`src/rtl/stk_pkg.sv`:
```
package stk_pkg;

  typedef enum logic [2:0] {
    OP_PLAIN = 3'd0,
    OP_PUSH  = 3'd1,
    OP_POP   = 3'd2,
    OP_CALL  = 3'd3,
    OP_RET   = 3'd4,
    OP_SPUSE = 3'd5
  } stk_op_e;

  typedef enum logic [1:0] {
    K_PASS  = 2'd0,
    K_LOAD  = 2'd1,
    K_STORE = 2'd2,
    K_SYNC  = 2'd3
  } uop_kind_e;

  // Signed range limits of a DISP_W-bit displacement, held as 32-bit values.
  function automatic logic signed [31:0] disp_min(input int w);
    return -(32'sd1 <<< (w - 1));
  endfunction

  function automatic logic signed [31:0] disp_max(input int w);
    return (32'sd1 <<< (w - 1)) - 32'sd1;
  endfunction

  function automatic logic in_range(input logic signed [31:0] v, input int w);
    return (v >= disp_min(w)) && (v <= disp_max(w));
  endfunction

endpackage

```
`src/rtl/stk_classify.sv`:
```
module stk_classify (
  input  logic [2:0] op,
  output logic       is_dec,
  output logic       is_inc,
  output logic       is_use
);
  import stk_pkg::*;

  always_comb begin
    is_dec = 1'b0;
    is_inc = 1'b0;
    is_use = 1'b0;
    case (op)
      OP_PUSH, OP_CALL: is_dec = 1'b1;
      OP_POP, OP_RET:   is_inc = 1'b1;
      OP_SPUSE:         is_use = 1'b1;
      default: ;
    endcase
  end
endmodule

```
`src/rtl/stk_delta_reg.sv`:
```
module stk_delta_reg #(
  parameter int DISP_W = 8,
  parameter int STEP   = 8
) (
  input  logic                     clk,
  input  logic                     rst_n,
  input  logic                     clr,
  input  logic                     do_dec,
  input  logic                     do_inc,
  output logic signed [DISP_W-1:0] disp,
  output logic signed [DISP_W-1:0] disp_dec,
  output logic                     dec_ovf,
  output logic                     inc_ovf,
  output logic                     nonzero
);
  import stk_pkg::*;

  logic signed [31:0] cur_w, dec_w, inc_w;

  assign cur_w    = 32'(disp);
  assign dec_w    = cur_w - 32'(STEP);
  assign inc_w    = cur_w + 32'(STEP);
  assign dec_ovf  = !in_range(dec_w, DISP_W);
  assign inc_ovf  = !in_range(inc_w, DISP_W);
  assign nonzero  = (disp != '0);
  assign disp_dec = dec_w[DISP_W-1:0];

  always_ff @(posedge clk) begin
    if (!rst_n || clr) disp <= '0;
    else if (do_dec)   disp <= dec_w[DISP_W-1:0];
    else if (do_inc)   disp <= inc_w[DISP_W-1:0];
  end

  a_r2_dec_step: assert property (@(posedge clk) disable iff (!rst_n)
    (do_dec && !clr) |=> (32'(disp) == $past(cur_w) - 32'(STEP)));
  a_r3_inc_step: assert property (@(posedge clk) disable iff (!rst_n)
    (do_inc && !clr) |=> (32'(disp) == $past(cur_w) + 32'(STEP)));
  a_r4_no_wrap_dec: assert property (@(posedge clk) disable iff (!rst_n)
    do_dec |-> !dec_ovf);
  a_r4_no_wrap_inc: assert property (@(posedge clk) disable iff (!rst_n)
    do_inc |-> !inc_ovf);
  a_r7_clear: assert property (@(posedge clk) disable iff (!rst_n)
    clr |=> (disp == '0));
  a_r8_hold: assert property (@(posedge clk) disable iff (!rst_n)
    (!clr && !do_dec && !do_inc) |=> $stable(disp));
endmodule

```
`src/rtl/stk_issue_mux.sv`:
```
module stk_issue_mux #(
  parameter int DISP_W = 8
) (
  input  logic                     sync_fire,
  input  logic                     issue_dec,
  input  logic                     issue_inc,
  input  logic signed [DISP_W-1:0] disp,
  input  logic signed [DISP_W-1:0] disp_dec,
  output logic [1:0]               kind,
  output logic signed [DISP_W-1:0] imm
);
  import stk_pkg::*;

  always_comb begin
    kind = K_PASS;
    imm  = '0;
    if (sync_fire) begin
      kind = K_SYNC;
      imm  = disp;
    end else if (issue_dec) begin
      kind = K_STORE;
      imm  = disp_dec;
    end else if (issue_inc) begin
      kind = K_LOAD;
      imm  = disp;
    end
  end
endmodule

```
`src/rtl/stk_offset_tracker.sv`:
```
module stk_offset_tracker #(
  parameter int DISP_W = 8,
  parameter int STEP   = 8,
  parameter int TAG_W  = 6
) (
  input  logic              clk,
  input  logic              rst_n,
  input  logic              flush,
  input  logic              in_valid,
  input  logic [2:0]        in_op,
  input  logic [TAG_W-1:0]  in_tag,
  output logic              in_ready,
  output logic              out_valid,
  output logic [1:0]        out_kind,
  output logic [DISP_W-1:0] out_imm,
  output logic [TAG_W-1:0]  out_tag
);
  import stk_pkg::*;

  localparam int SPAN = 1 << (DISP_W - 1);

  initial begin
    if (STEP <= 0 || STEP >= SPAN)
      $error("STEP must lie strictly between 0 and the displacement span");
  end

  logic is_dec, is_inc, is_use;
  logic signed [DISP_W-1:0] disp, disp_dec, imm_s;
  logic dec_ovf, inc_ovf, nonzero;
  logic live, need_sync, sync_fire, issue_dec, issue_inc;

  stk_classify u_cls (
    .op(in_op), .is_dec(is_dec), .is_inc(is_inc), .is_use(is_use)
  );

  // Named events of the issue decision.
  assign live      = in_valid && !flush;
  assign need_sync = (is_dec && dec_ovf) || (is_inc && inc_ovf) || (is_use && nonzero);
  assign sync_fire = live && need_sync;
  assign issue_dec = live && !need_sync && is_dec;
  assign issue_inc = live && !need_sync && is_inc;

  stk_delta_reg #(.DISP_W(DISP_W), .STEP(STEP)) u_delta (
    .clk(clk), .rst_n(rst_n), .clr(flush || sync_fire),
    .do_dec(issue_dec), .do_inc(issue_inc),
    .disp(disp), .disp_dec(disp_dec),
    .dec_ovf(dec_ovf), .inc_ovf(inc_ovf), .nonzero(nonzero)
  );

  stk_issue_mux #(.DISP_W(DISP_W)) u_mux (
    .sync_fire(sync_fire), .issue_dec(issue_dec), .issue_inc(issue_inc),
    .disp(disp), .disp_dec(disp_dec), .kind(out_kind), .imm(imm_s)
  );

  assign out_imm   = imm_s;
  assign out_valid = live;
  assign out_tag   = in_tag;
  assign in_ready  = !flush && !sync_fire;

  a_r4_sync_stalls: assert property (@(posedge clk) disable iff (!rst_n)
    (out_valid && out_kind == 2'd3) |-> !in_ready);
  a_r4_sync_zeroes: assert property (@(posedge clk) disable iff (!rst_n)
    (out_valid && out_kind == 2'd3) |=> (disp == '0));
  a_r5_use_clean: assert property (@(posedge clk) disable iff (!rst_n)
    (out_valid && in_ready && is_use) |-> (disp == '0 && out_kind == 2'd0));
  a_r7_flush_quiet: assert property (@(posedge clk) disable iff (!rst_n)
    flush |-> (!out_valid && !in_ready));
  a_r8_idle_ready: assert property (@(posedge clk) disable iff (!rst_n)
    (!in_valid && !flush) |-> (in_ready && !out_valid));
  a_r3_single_load: assert property (@(posedge clk) disable iff (!rst_n)
    (out_valid && in_ready && is_inc) |-> (out_kind == 2'd1));
endmodule

```
`config.mk`:
```
export PLATFORM = sky130hd
export DESIGN_NAME = stk_offset_tracker
export DESIGN_NICKNAME = d
export VERILOG_FILES = /design/src/rtl/stk_pkg.sv /design/src/rtl/stk_classify.sv /design/src/rtl/stk_delta_reg.sv /design/src/rtl/stk_issue_mux.sv /design/src/rtl/stk_offset_tracker.sv
export SDC_FILE = /design/constraint.sdc
export NUM_CORES = 1
export LEC_CHECK = 0
export ABC_AREA = 0
export BUFFER_PORTS_ARGS = -buffer_cell sky130_fd_sc_hd__buf_2
export CAP_MARGIN = 5
export CORE_MARGIN = 3
export CORE_UTILIZATION = 42
export DETAILED_ROUTE_END_ITERATION = 6
export PLACE_DENSITY = 0.83
export SKIP_CTS_REPAIR_TIMING = 1
export SYNTH_ARGS = -nofsm -noshare
export SYNTH_HDL_FRONTEND = slang
export SYNTH_SLANG_ARGS = --single-unit
```
`constraint.sdc`:
```
create_clock -name clk -period 1.95 [get_ports clk]
set_input_delay 0.195 -clock clk [delete_from_list [all_inputs] [get_ports clk]]
set_output_delay 0.195 -clock clk [all_outputs]
set_load 0.005 [all_outputs]
```
==> results of run 1 <==
stage by stage:
step / cells / setup TNS [ps] / cell area [sq um]
final: 141 / -2080 / 990
after global routing: 141 / -3440 / 990
after floorplan: 103 / 0 / 753
after detailed placement: 136 / -1160 / 873
after global placement: 136 / -394 / 873
after CTS: 140 / -3310 / 900
kinds of logic (layout without fill, tap and decap cells):
kind of cell,after synthesis,count (layout),synth area share [%]
and+or+nand+nor,42,42,32.8
AOI/OAI and AO/OA,27,27,24.7
buffers and inverters,18,40,15.1
DFF,5,5,13.7
xor gates and xnor gates,4,4,4.81
adders and majority gates,3,3,5.16
other,1,3,0.515
muxes,1,1,3.09
worst min path at each step:
stage / end / start
CTS: u_delta.disp[4] / rst_n
detailed placement: out_tag[0] / in_tag[0]
global route: u_delta.disp[4] / rst_n
global placement: out_tag[0] / in_tag[0]
finish: u_delta.disp[3] / rst_n
floorplan: in_ready / flush
cells in the final DEF (no fill, tap or decap), types with 2 or more instances in the layout:
master,count
sky130_fd_sc_hd__clkbuf_4,3
sky130_fd_sc_hd__nand2_1,5
sky130_fd_sc_hd__nand2b_1,4
sky130_fd_sc_hd__a31oi_1,2
sky130_fd_sc_hd__buf_2,15
sky130_fd_sc_hd__xnor2_1,3
sky130_fd_sc_hd__nor4_2,2
sky130_fd_sc_hd__buf_4,16
sky130_fd_sc_hd__nor2b_1,2
sky130_fd_sc_hd__a41oi_1,2
sky130_fd_sc_hd__ha_1,2
sky130_fd_sc_hd__nor2_1,10
sky130_fd_sc_hd__nand3_1,4
sky130_fd_sc_hd__inv_1,2
sky130_fd_sc_hd__conb_1,3
sky130_fd_sc_hd__a21oi_1,8
sky130_fd_sc_hd__nor4_1,2
sky130_fd_sc_hd__o21ai_2,2
sky130_fd_sc_hd__dfxtp_1,3
sky130_fd_sc_hd__o21ai_1,5
sky130_fd_sc_hd__o21ai_0,3
sky130_fd_sc_hd__and2_1,2
sky130_fd_sc_hd__inv_2,2
layer usage:
layer / global-route usage (%) / wire length, um / vias to the layer above
met2: 32.6 / 1170 / 38
li1: - / - / 399
met1: 23.3 / 909 / 384
met4: 9.68 / 44 / 0
met3: 4.89 / 146 / 8
met5: 0 / 0 / -
power breakdown:
group	total [W]	internal, W	switching [W]
Combinational	0.000124	0.0000551	0.0000685
Sequential	0.000107	0.000104	0.00000358
Clock	0.000122	0.0000775	0.0000449
critical path, stage by stage (launching register included):
cell and delay [ps]:
sky130_fd_sc_hd__dfxtp_4 370, sky130_fd_sc_hd__ha_4 150, sky130_fd_sc_hd__and4bb_1 210, sky130_fd_sc_hd__mux2i_4 230
sky130_fd_sc_hd__a21oi_4 130, sky130_fd_sc_hd__or2_4 310, sky130_fd_sc_hd__o21ai_0 180, sky130_fd_sc_hd__a21oi_1 80
sky130_fd_sc_hd__buf_2 150
area by class of cell:
type | count | share of cell area (%)
inverter | 4 | 1.52
clock buffer | 4 | 2.65
sequential | 5 | 10.6
multi-input combinational | 80 | 62.3
timing repair buffer | 32 | 20.9
tap | 16 | 2.02
==> results.txt, run 1 <==
After synthesis, flip-flops and latches occupy 13.7% of the total area. The logs give 1750 ps for the worst path required time and 1580 sq um for the area of the core region. The count of buffers added on input and output ports is 15. In the final routed layout, each cell accounts on average for 16.1 um. The worst hold path was traced through 3 stages.

The most frequently used flop master after synthesis was sky130_fd_sc_hd__dfxtp_1. At the end of routability-driven placement, the weighted congestion stood at 0.885. The logs give 0.415 nW for the static power due to leakage and 3080 um for the first-pass GRT wire length. The cell type with the highest aggregate area in the netlist was sky130_fd_sc_hd__dfxtp_1. The final reports fail on negative setup slack. Largest fanout of any net on the critical path: 8. The highest clock rate was 445 MHz. TritonCTS built the clock tree.

Endpoint of the worst-slack reg-to-reg timing path: u_delta.disp[6]. For the worst flop-to-flop path, the logic depth is 9. The actual slew at the worst max-slew pin was 531 ps.

The total of fill cells in the finished design came out at 144. In the routed layout, each cell is associated on average with a via count of 5.88. The wire-length estimate of the detail-placed layout is 1640 um.

The logs give 0 for the DRC violation count after routing and 0 for the number of nets with antenna violations after detailed routing. Row generation in the floorplan step produced 14 rows. Summed over all layers, the routed wires come to 2270 um. The worst path needs 2250 ps of the cycle, external delays included.

The critical path startpoint category was a flop. The synthesized netlist occupies a cell area of 728 sq um. The critical path ends at out_imm[5].

The root buffer selected by CTS is sky130_fd_sc_hd__clkbuf_4. Area taken by flip-flops and latches: 105 sq um. In the post-synthesis netlist, the biggest area contributors are sky130_fd_sc_hd__dfxtp_1, sky130_fd_sc_hd__buf_4, sky130_fd_sc_hd__o21ai_0. The via count of the first global-routing pass is 703. By count the netlist is led by sky130_fd_sc_hd__buf_4, sky130_fd_sc_hd__nor2_1, sky130_fd_sc_hd__o21ai_0.

The tools report the final number of setup-violating endpoints as 11. Counting flops with a built-in enable in the synthesized netlist gives 0. The maximum number of pins on one net before global-route repair was 14. The number of maximum-capacitance constraint violations is 0, and the final critical-path share of the clock period is 115%. In this run the worst setup path begins at u_delta.disp[3]. After the first detailed-routing iteration, the DRC count stood at 21. More flip-flops sit in one register than any other, and that register is u_delta.disp. The register with the most flip-flops in the layout has 5 of them. The die outline area was 2270 sq um; the area share of the leading cell type in the synthesized netlist was 13.7%. Setup repair after global routing could not meet its margin everywhere. Before CTS, the worst setup slack after placement is -154 ps. The endpoint type of the worst setup path is an output pin. After layout, the design draws a total of 0.000353 W. Worst reg2reg path startpoint: u_delta.disp[3]. The number of levels the H-tree was split into is 1, and the height of the die is 47.6 um. The clock drives 5 sinks. The run gives 2 as the maximum buffer depth of the clock tree.

In this run the count of I/O pins placed on the die edge is 31. Summing all multi-input logic gate instances after layout gives 617 sq um. The logs give 829 for the total number of vias and -297 ps for the worst setup slack after layout. The worst-case IR drop observed on VDD is 0.199 mV. In the final layout, the registers with the most flip-flops are u_delta.disp (5). The repair_antennas step left the layout with diodes totalling 0. The worst hold margin is 329 ps, and the all-layer global routing usage is 19.6%. The count of warnings emitted by yosys is 0, and the register-to-register setup slack is -170 ps.

The insertion delay to the later sink of the worst-skew pair was 250 ps; the share of flip-flops with an asynchronous set or reset after synthesis was 0%. From left edge to right edge, the die measures 47.6 um. Fraction of the core area covered by cells at the end of the flow: 62.8%. By startpoint and endpoint, the worst setup path is classified as flop to output pin. The count of final max-slew check failures is 0. Synthesis inferred 5 register bits.

The areal power density over the cells came out at 357 nW/um^2. A synthesized cell averages 7.21 sq um. The share of layout cells above drive strength 1 works out to 44.8%. The initial antenna violation count was 0; the leftover overflow at the end of global routing was 0. The initial utilization of the core area, before any placement, comes to 46.2%. After clock tree synthesis, the clock-pin slew on the worst setup and hold paths is 40 ps. The first detailed-routing pass took 4 iterations. Compared with the post-synthesis result, the final layout area differs by 35.9%. The clock buffer count from CTS came out at 3.

The worst pin sits at a relative slew slack of 64.6%. For the number of endpoints with negative hold slack in the final report, the log shows 0. The tools report the signal arrival time at the worst endpoint as 2050 ps. In this run the worst hold path is classified as primary input to flop. The flow ran to the end, but the final reports show violations. The gate count after technology mapping was 101. The number of different library cells used by synthesis comes to 34. On the final layout, the worst clock skew is 0.934 ps. For this run, the post-layout net count is 142.
Power figures use the tool's default switching activity.
==> run 2: changes to the inputs <==
PLACE_DENSITY = 0.75   (was 0.83)
==> run 2 against run 1 <==
Net effect:
- the run still ends with negative setup slack left
- worst setup slack worse by 1.7 ps
- wire length is 3.3% lower
- final cell count grew 2.1%
- combinational power is 5% higher
- register-to-register slack better by 60 ps
- non-clock buffer count is 3 higher
- critical path depth up 2
- via count increased by 1.4%
- count of clock-buffer cells in the layout did not move
- critical path type unchanged
- highest routed layer is now met3
==> results.txt, run 2 (synthesis results as in run 1) <==
For the first-pass GRT wire length, the log shows 2910 um (-5.6%). The height of the die is 47.6 um (unchanged). TritonCTS built the clock tree. Endpoint type of the worst setup path: an output pin. The areal power density over the cells is 340 nW/um^2 (-4.7%), and the signal arrival time at the worst endpoint is 2050 ps (about the same).

Initial antenna violation count: 0 (unchanged). The die outline area was 2270 sq um (unchanged); the total placed instance area was 888 sq um (+1.7%). The post-layout instance area is 1050 sq um (+5.8%), and the final critical-path share of the clock period is 115% (about the same). The run gives 0 (unchanged) as the count of final max-slew check failures. The clock input transition at the sequential cells of the worst setup and hold paths was 40 ps (about the same).

Setup repair after global routing could not meet its margin everywhere. The number of maximum-capacitance constraint violations is 0 (unchanged). Final estimated routing congestion in global placement: 0.889 (+0.45%). The run gives 0.436 nW (+5.0%) as the static power due to leakage. The actual slew at the worst max-slew pin came out at 549 ps (+17.8 ps).

The number of levels the H-tree was split into came out at 1 (unchanged). The antenna diode count was 0 (unchanged); the final number of setup-violating endpoints was 11 (unchanged). The wire length per cell after detailed routing is 15.2 um (-5.3%), and the worst hold margin is 281 ps (-47.9 ps). The tools report the critical path startpoint category as a flop.

The tools report the start point of the worst min-delay path as rst_n. The startpoint identified for the worst register-to-register timing path is u_delta.disp[4]. The net count of the finished layout is 145 (+2.1%). The worst setup slack after layout is -299 ps (-1.66 ps), and the worst path required time is 1750 ps (about the same). The critical path class is flop to output pin. The tools report the root buffer selected by CTS as sky130_fd_sc_hd__clkbuf_4. The count of buffers from port buffering is 15 (unchanged), and the first-pass iteration count of the detailed router is 4 (unchanged). Share of layout cells above drive strength 1: 46.1% (+1.3 points). The logs give 445 MHz (about the same) for the highest clock rate and 1580 sq um (unchanged) for the area of the core region. The library cell used most frequently in the layout, excluding fill and tap cells, is sky130_fd_sc_hd__buf_4. The wire length reported by the detailed router is 2190 um (-3.3%), and the shortest period the worst path allows is 2250 ps (+1.66 ps). The number of flip-flops under the largest register name is 5 (unchanged), and the iteration-0 DRC count of the detailed router is 28 (+33%). The tools report the launch point of the critical path as u_delta.disp[4]. The count of pins on the block boundary was 31 (unchanged).

The initial core utilization is 46.2% (unchanged), and the leftover overflow at the end of global routing is 0 (unchanged). The maximum buffer depth of the clock tree was 2 (unchanged); the all-layer global routing usage was 17.8% (-1.8 points). The number of core rows is 14 (unchanged). The maximum number of pins on one net before global-route repair came out at 14 (unchanged).

The clock buffer count from CTS is 3 (unchanged), and the total number of vias is 841 (+1.4%). The horizontal die dimension came out at 47.6 um (unchanged). The largest fanout of any net on the critical path came out at 5 (-3). The detailed placer's ending HPWL is 1520 um (-7.6%). The run gives 5 (unchanged) as the clock sink count. In the layout the commonest cells are sky130_fd_sc_hd__buf_4, sky130_fd_sc_hd__buf_2, sky130_fd_sc_hd__nor2_1, sky130_fd_sc_hd__a21oi_1. The final reports fail on negative setup slack.

The via count of the first global-routing pass is 658 (-6.4%). For the worst slew margin relative to its limit, the log shows 63.4% (-1.2 points). The worst-case vdd ir drop was 0.239 mV (+20%); the number of vias per cell was 5.84 (-0.67%). The final clock skew was 0.993 ps (+0.0585 ps).

The insertion delay to the later sink of the worst-skew pair came out at 240 ps (about the same). DRC violation count after routing: 0 (unchanged). The largest registers in the layout are u_delta.disp (5). The run gives -2140 ps (-64.0 ps) as the sum of negative setup slack.

Number of endpoints with negative hold slack in the final report: 0 (unchanged). The run finished, with violations left. The tools report the number of nets with antenna violations after detailed routing as 0 (unchanged). Register ranked first by flip-flop count: u_delta.disp. From synthesis to final layout, the design area changed by 43.8%.

The path class of the tightest hold or removal check is primary input to flop.
## run 2: path summary, 6_finish.rpt
path                                   endpoint  slack [ps]  cells past startpoint
worst min-delay path            u_delta.disp[4]         280                      3
worst max-delay path                 out_imm[4]        -300                     10
worst min register to register  u_delta.disp[5]         630                      2
worst max register to register  u_delta.disp[7]        -110                      9
## run 2: per-layer routing
layer  up-vias  GRT usage, %  wire length, um
li1        403             -                -
met1       403          24.1              903
met2        35          28.1             1150
met3         0          4.89              138
met4         0          4.30                0
met5         -             0                0
## run 2: cell type report
class                           instances  area [sq um]
Multi-Input combinational cell         80           633
Fill cell                             143           529
Timing Repair Buffer                   35           240
Sequential cell                         5           108
Clock buffer                            4          26.3
Inverter                                4          20.0
Tap cell                               16          20.0
## run 2: critical path: stages, from the launching register on
cell and delay [ps]:
sky130_fd_sc_hd__dfxtp_4 370, sky130_fd_sc_hd__ha_4 170, sky130_fd_sc_hd__and4b_1 210, sky130_fd_sc_hd__mux2i_4 230, sky130_fd_sc_hd__o22ai_4 130, sky130_fd_sc_hd__buf_6 150, sky130_fd_sc_hd__nor2_2 120, sky130_fd_sc_hd__buf_6 130
sky130_fd_sc_hd__nand2_1 50, sky130_fd_sc_hd__a21oi_1 130, sky130_fd_sc_hd__buf_2 140
## run 2: where the power goes
group	internal, W	leakage (nW)	switching, W
logic	0.0000611	0.379	0.0000692
clock network	0.0000773	0.0150	0.0000419
registers	0.000103	0.0420	0.00000413
## run 2: through the flow
| step | instances | setup slack [ps] | power [W] | util [%] |
|---|---|---|---|---|
| global route | 144 | -433 | 0.000380 | 66.4 |
| global placement | 138 | -114 | 0.000214 | 56.3 |
| finish | 144 | -299 | 0.000356 | 66.4 |
| floorplan | 103 | 26.7 | 0.000188 | - |
| detailed placement | 138 | -145 | 0.000215 | 56.3 |
| CTS | 142 | -422 | 0.000338 | 58.0 |
==> run 3: changes to the inputs <==
SKIP_CTS_REPAIR_TIMING = unset   (was 1)
==> run 3 against run 2 <==
Net effect:
- the run still ends with negative setup slack left
- power is 1.4% higher
- count of clock-buffer cells in the layout unchanged
- critical endpoint unchanged
- final cell count is the same
- global-route usage rose by 2.8 points
- largest cell class unchanged
- highest routed layer is now met4
==> results.txt, run 3 (synthesis results as in run 1) <==
Setup repair after global routing could not meet its margin everywhere. The all-layer global routing usage was 20.6% (+2.8 points); the number of stages on the worst hold path was 3 (unchanged). The worst-case vdd ir drop came out at 0.241 mV (+0.87%). After clock tree synthesis, the flow added hold-fix buffers numbering 0. The worst hold path terminates at u_delta.disp[4].

The tools report the start point of the worst min-delay path as rst_n. The run gives 2.83 ps (+1.84 ps) as the final clock skew. The share of layout cells above drive strength 1 is 47.7% (+1.6 points), and the total number of vias is 873 (+3.8%). The tools report the initial antenna violation count as 0 (unchanged).

The number of vias per cell came out at 6.06 (+3.8%). The tools report the die outline area as 2270 sq um (unchanged). The run gives 0 (unchanged) as the count of final max-slew check failures.

Insertion delay to the later sink of the worst-skew pair: 240 ps (about the same). The multi-input gate area in the final layout was 646 sq um (+2.0%); the DRC violation count after routing was 0 (unchanged). The final number of setup-violating endpoints came out at 10 (-1). The clock buffer count from CTS was 3 (unchanged). The clock sink count is 5 (unchanged), and the met3 wirelength from detailed routing is 108 um (-22%). The highest layer touched by signal routing is met4. The signal arrival time at the worst endpoint is 2080 ps (+30 ps), and the first-pass GRT wire length is 3350 um (+15%).

The highest clock rate is 439 MHz (-1.3%). The maximum buffer depth of the clock tree was 2 (unchanged). The number of nets with antenna violations after detailed routing was 0 (unchanged); the wire length per cell after detailed routing was 15.8 um (+3.8%). The tools report the pre-CTS setup slack as -145 ps (unchanged).

Count of pins on the block boundary: 31 (unchanged). The total of fill cells in the finished design came out at 147 (+2.8%). The run gives 25 (-11%) as the iteration-0 DRC count of the detailed router. The number of endpoints with negative hold slack in the final report is 0 (unchanged), and the register-to-register setup slack is -160 ps (-50 ps).

The largest fanout of any net on the critical path was 5 (unchanged). The tree is rooted in a sky130_fd_sc_hd__clkbuf_4. The number of core rows was 14 (unchanged); the number of levels the H-tree was split into was 1 (unchanged).

Sum of negative setup slack: -2240 ps (-101 ps). The shortest period the worst path allows came out at 2280 ps (+30.0 ps). The checks that failed: negative setup slack. The logs give 145 (unchanged) for the net count of the finished layout and 46.2% (unchanged) for the initial core utilization. The endpoint identified for the worst register-to-register timing path is u_delta.disp[7]. The final instance count without filler cells was 144 (unchanged); the static power due to leakage was 0.445 nW (+2.1%).

The startpoint identified for the worst register-to-register timing path is u_delta.disp[3]. The area growth from synthesis to layout is 45.2%. The run gives 1750 ps (about the same) as the worst path required time. The number of flip-flops under the largest register name works out to 5 (unchanged).

The tools report the wire length reported by the detailed router as 2280 um (+3.8%). Number of maximum-capacitance constraint violations: 0 (unchanged). The largest registers in the layout are u_delta.disp (5). The critical path startpoint category was a flop. The clock input transition at the sequential cells of the worst setup and hold paths was 40 ps (about the same). The leftover overflow at the end of global routing came out at 0 (unchanged). The tools report the endpoint type of the worst setup path as an output pin.

The min-delay analysis places its worst path in the category primary input to flop. The maximum number of pins on one net before global-route repair was 14 (unchanged); the final estimated routing congestion in global placement was 0.889 (unchanged). For the area taken by flip-flops and latches, the log shows 108 sq um (unchanged).

The detailed-routed wire length on met2 is 1220 um (+6.3%), and the area of the core region is 1580 sq um (unchanged). In the layout the commonest cells are sky130_fd_sc_hd__buf_4, sky130_fd_sc_hd__buf_2, sky130_fd_sc_hd__nor2_1, sky130_fd_sc_hd__a21oi_1. The detailed-routing wirelength on met1 was 929 um (+2.9%); the actual slew at the worst max-slew pin was 547 ps (-1.44 ps).

The register with the most flip-flops in the final layout is u_delta.disp. The worst slew margin relative to its limit was 63.5% (+0.096 points). The antenna diode count was 0 (unchanged); the total placed instance area was 888 sq um (unchanged).

The number of cell instances on the worst register-to-register path is 9 (unchanged), and the post-layout instance area is 1060 sq um (+0.96%). The count of buffers from port buffering works out to 15 (unchanged). Areal power density over the cells: 342 nW/um^2 (+0.41%). The cell count after placement is 138 (unchanged).

The via count of the first global-routing pass is 740 (+12%), and the detailed placer's ending HPWL is 1520 um (unchanged). Horizontal die dimension: 47.6 um (unchanged). The fraction of the core area covered by cells at the end of the flow is 67.1% (+0.63 points). The critical path class is flop to output pin. The worst setup slack after layout came out at -329 ps (-30.0 ps). The final critical-path share of the clock period is 117% (+1.5 points). The run finished, with violations left.

The run gives 4 (unchanged) as the first-pass iteration count of the detailed router. TritonCTS built the clock tree. The height of the die works out to 47.6 um (unchanged). Leaving out fill and tap cells, the most frequent cell in the layout is sky130_fd_sc_hd__buf_4.
run 3: cell counts in the layout (fill, tap and decap cells not counted):
No cell type changed its count.
run 3: layout make-up:
class	count	share of cell area, %
Clock buffer	4	2.49
Inverter	4	1.66
Multi-Input combinational cell	80	61.1
Sequential cell	5	10.2
Tap cell	16	1.89
Timing Repair Buffer	35	22.7
run 3: routing by layer:
metal,GRT usage [%],vias to the layer above
met3,5.26,4
li1,-,402
met5,0,-
met1,26.1,439
met4,4.30,0
met2,35.3,28
run 3: worst max path at each step:
| stage | end | from | cells after the start |
|---|---|---|---|
| 5_1_grt | out_imm[6] | u_delta.disp[3] | 9 |
| 4_1_cts | out_imm[6] | u_delta.disp[3] | 9 |
| 6_report | out_imm[4] | u_delta.disp[3] | 10 |
| 3_3_place_gp | out_imm[6] | u_delta.disp[3] | 10 |
| 3_5_place_dp | in_ready | u_delta.disp[3] | 8 |
| 2_1_floorplan | out_imm[6] | u_delta.disp[3] | 8 |
run 3: where the power goes:
group	internal [W]	switching, W	leakage (nW)	total, W
clock	0.0000774	0.0000427	0.0150	0.000120
combinational	0.0000630	0.0000716	0.388	0.000135
sequential	0.000103	0.00000398	0.0420	0.000106
run 3: metrics by stage:
stage                     power (W)  hold WS, ps
after floorplan            0.000188          418
after global placement     0.000214          390
after detailed placement   0.000215          390
after CTS                  0.000358          260
after global routing       0.000385          288
final                      0.000361          296
run 3: repair_timing:
item	CTS	global route
hold endpoints to repair	0	0
gates resized for setup	29	4
endpoints found under the setup margin	12	13
pin swaps	10	0
setup buffers	1	1
run 3: worst max-delay path, cell delays in order, from the launching register on:
cell and delay [ps]:
sky130_fd_sc_hd__dfxtp_4 370, sky130_fd_sc_hd__ha_4 170, sky130_fd_sc_hd__and4b_1 210, sky130_fd_sc_hd__mux2i_4 230, sky130_fd_sc_hd__o22ai_4 130, sky130_fd_sc_hd__buf_6 160, sky130_fd_sc_hd__nor2_2 130, sky130_fd_sc_hd__buf_6 140
sky130_fd_sc_hd__nand2_1 50, sky130_fd_sc_hd__a21oi_1 130, sky130_fd_sc_hd__buf_2 140
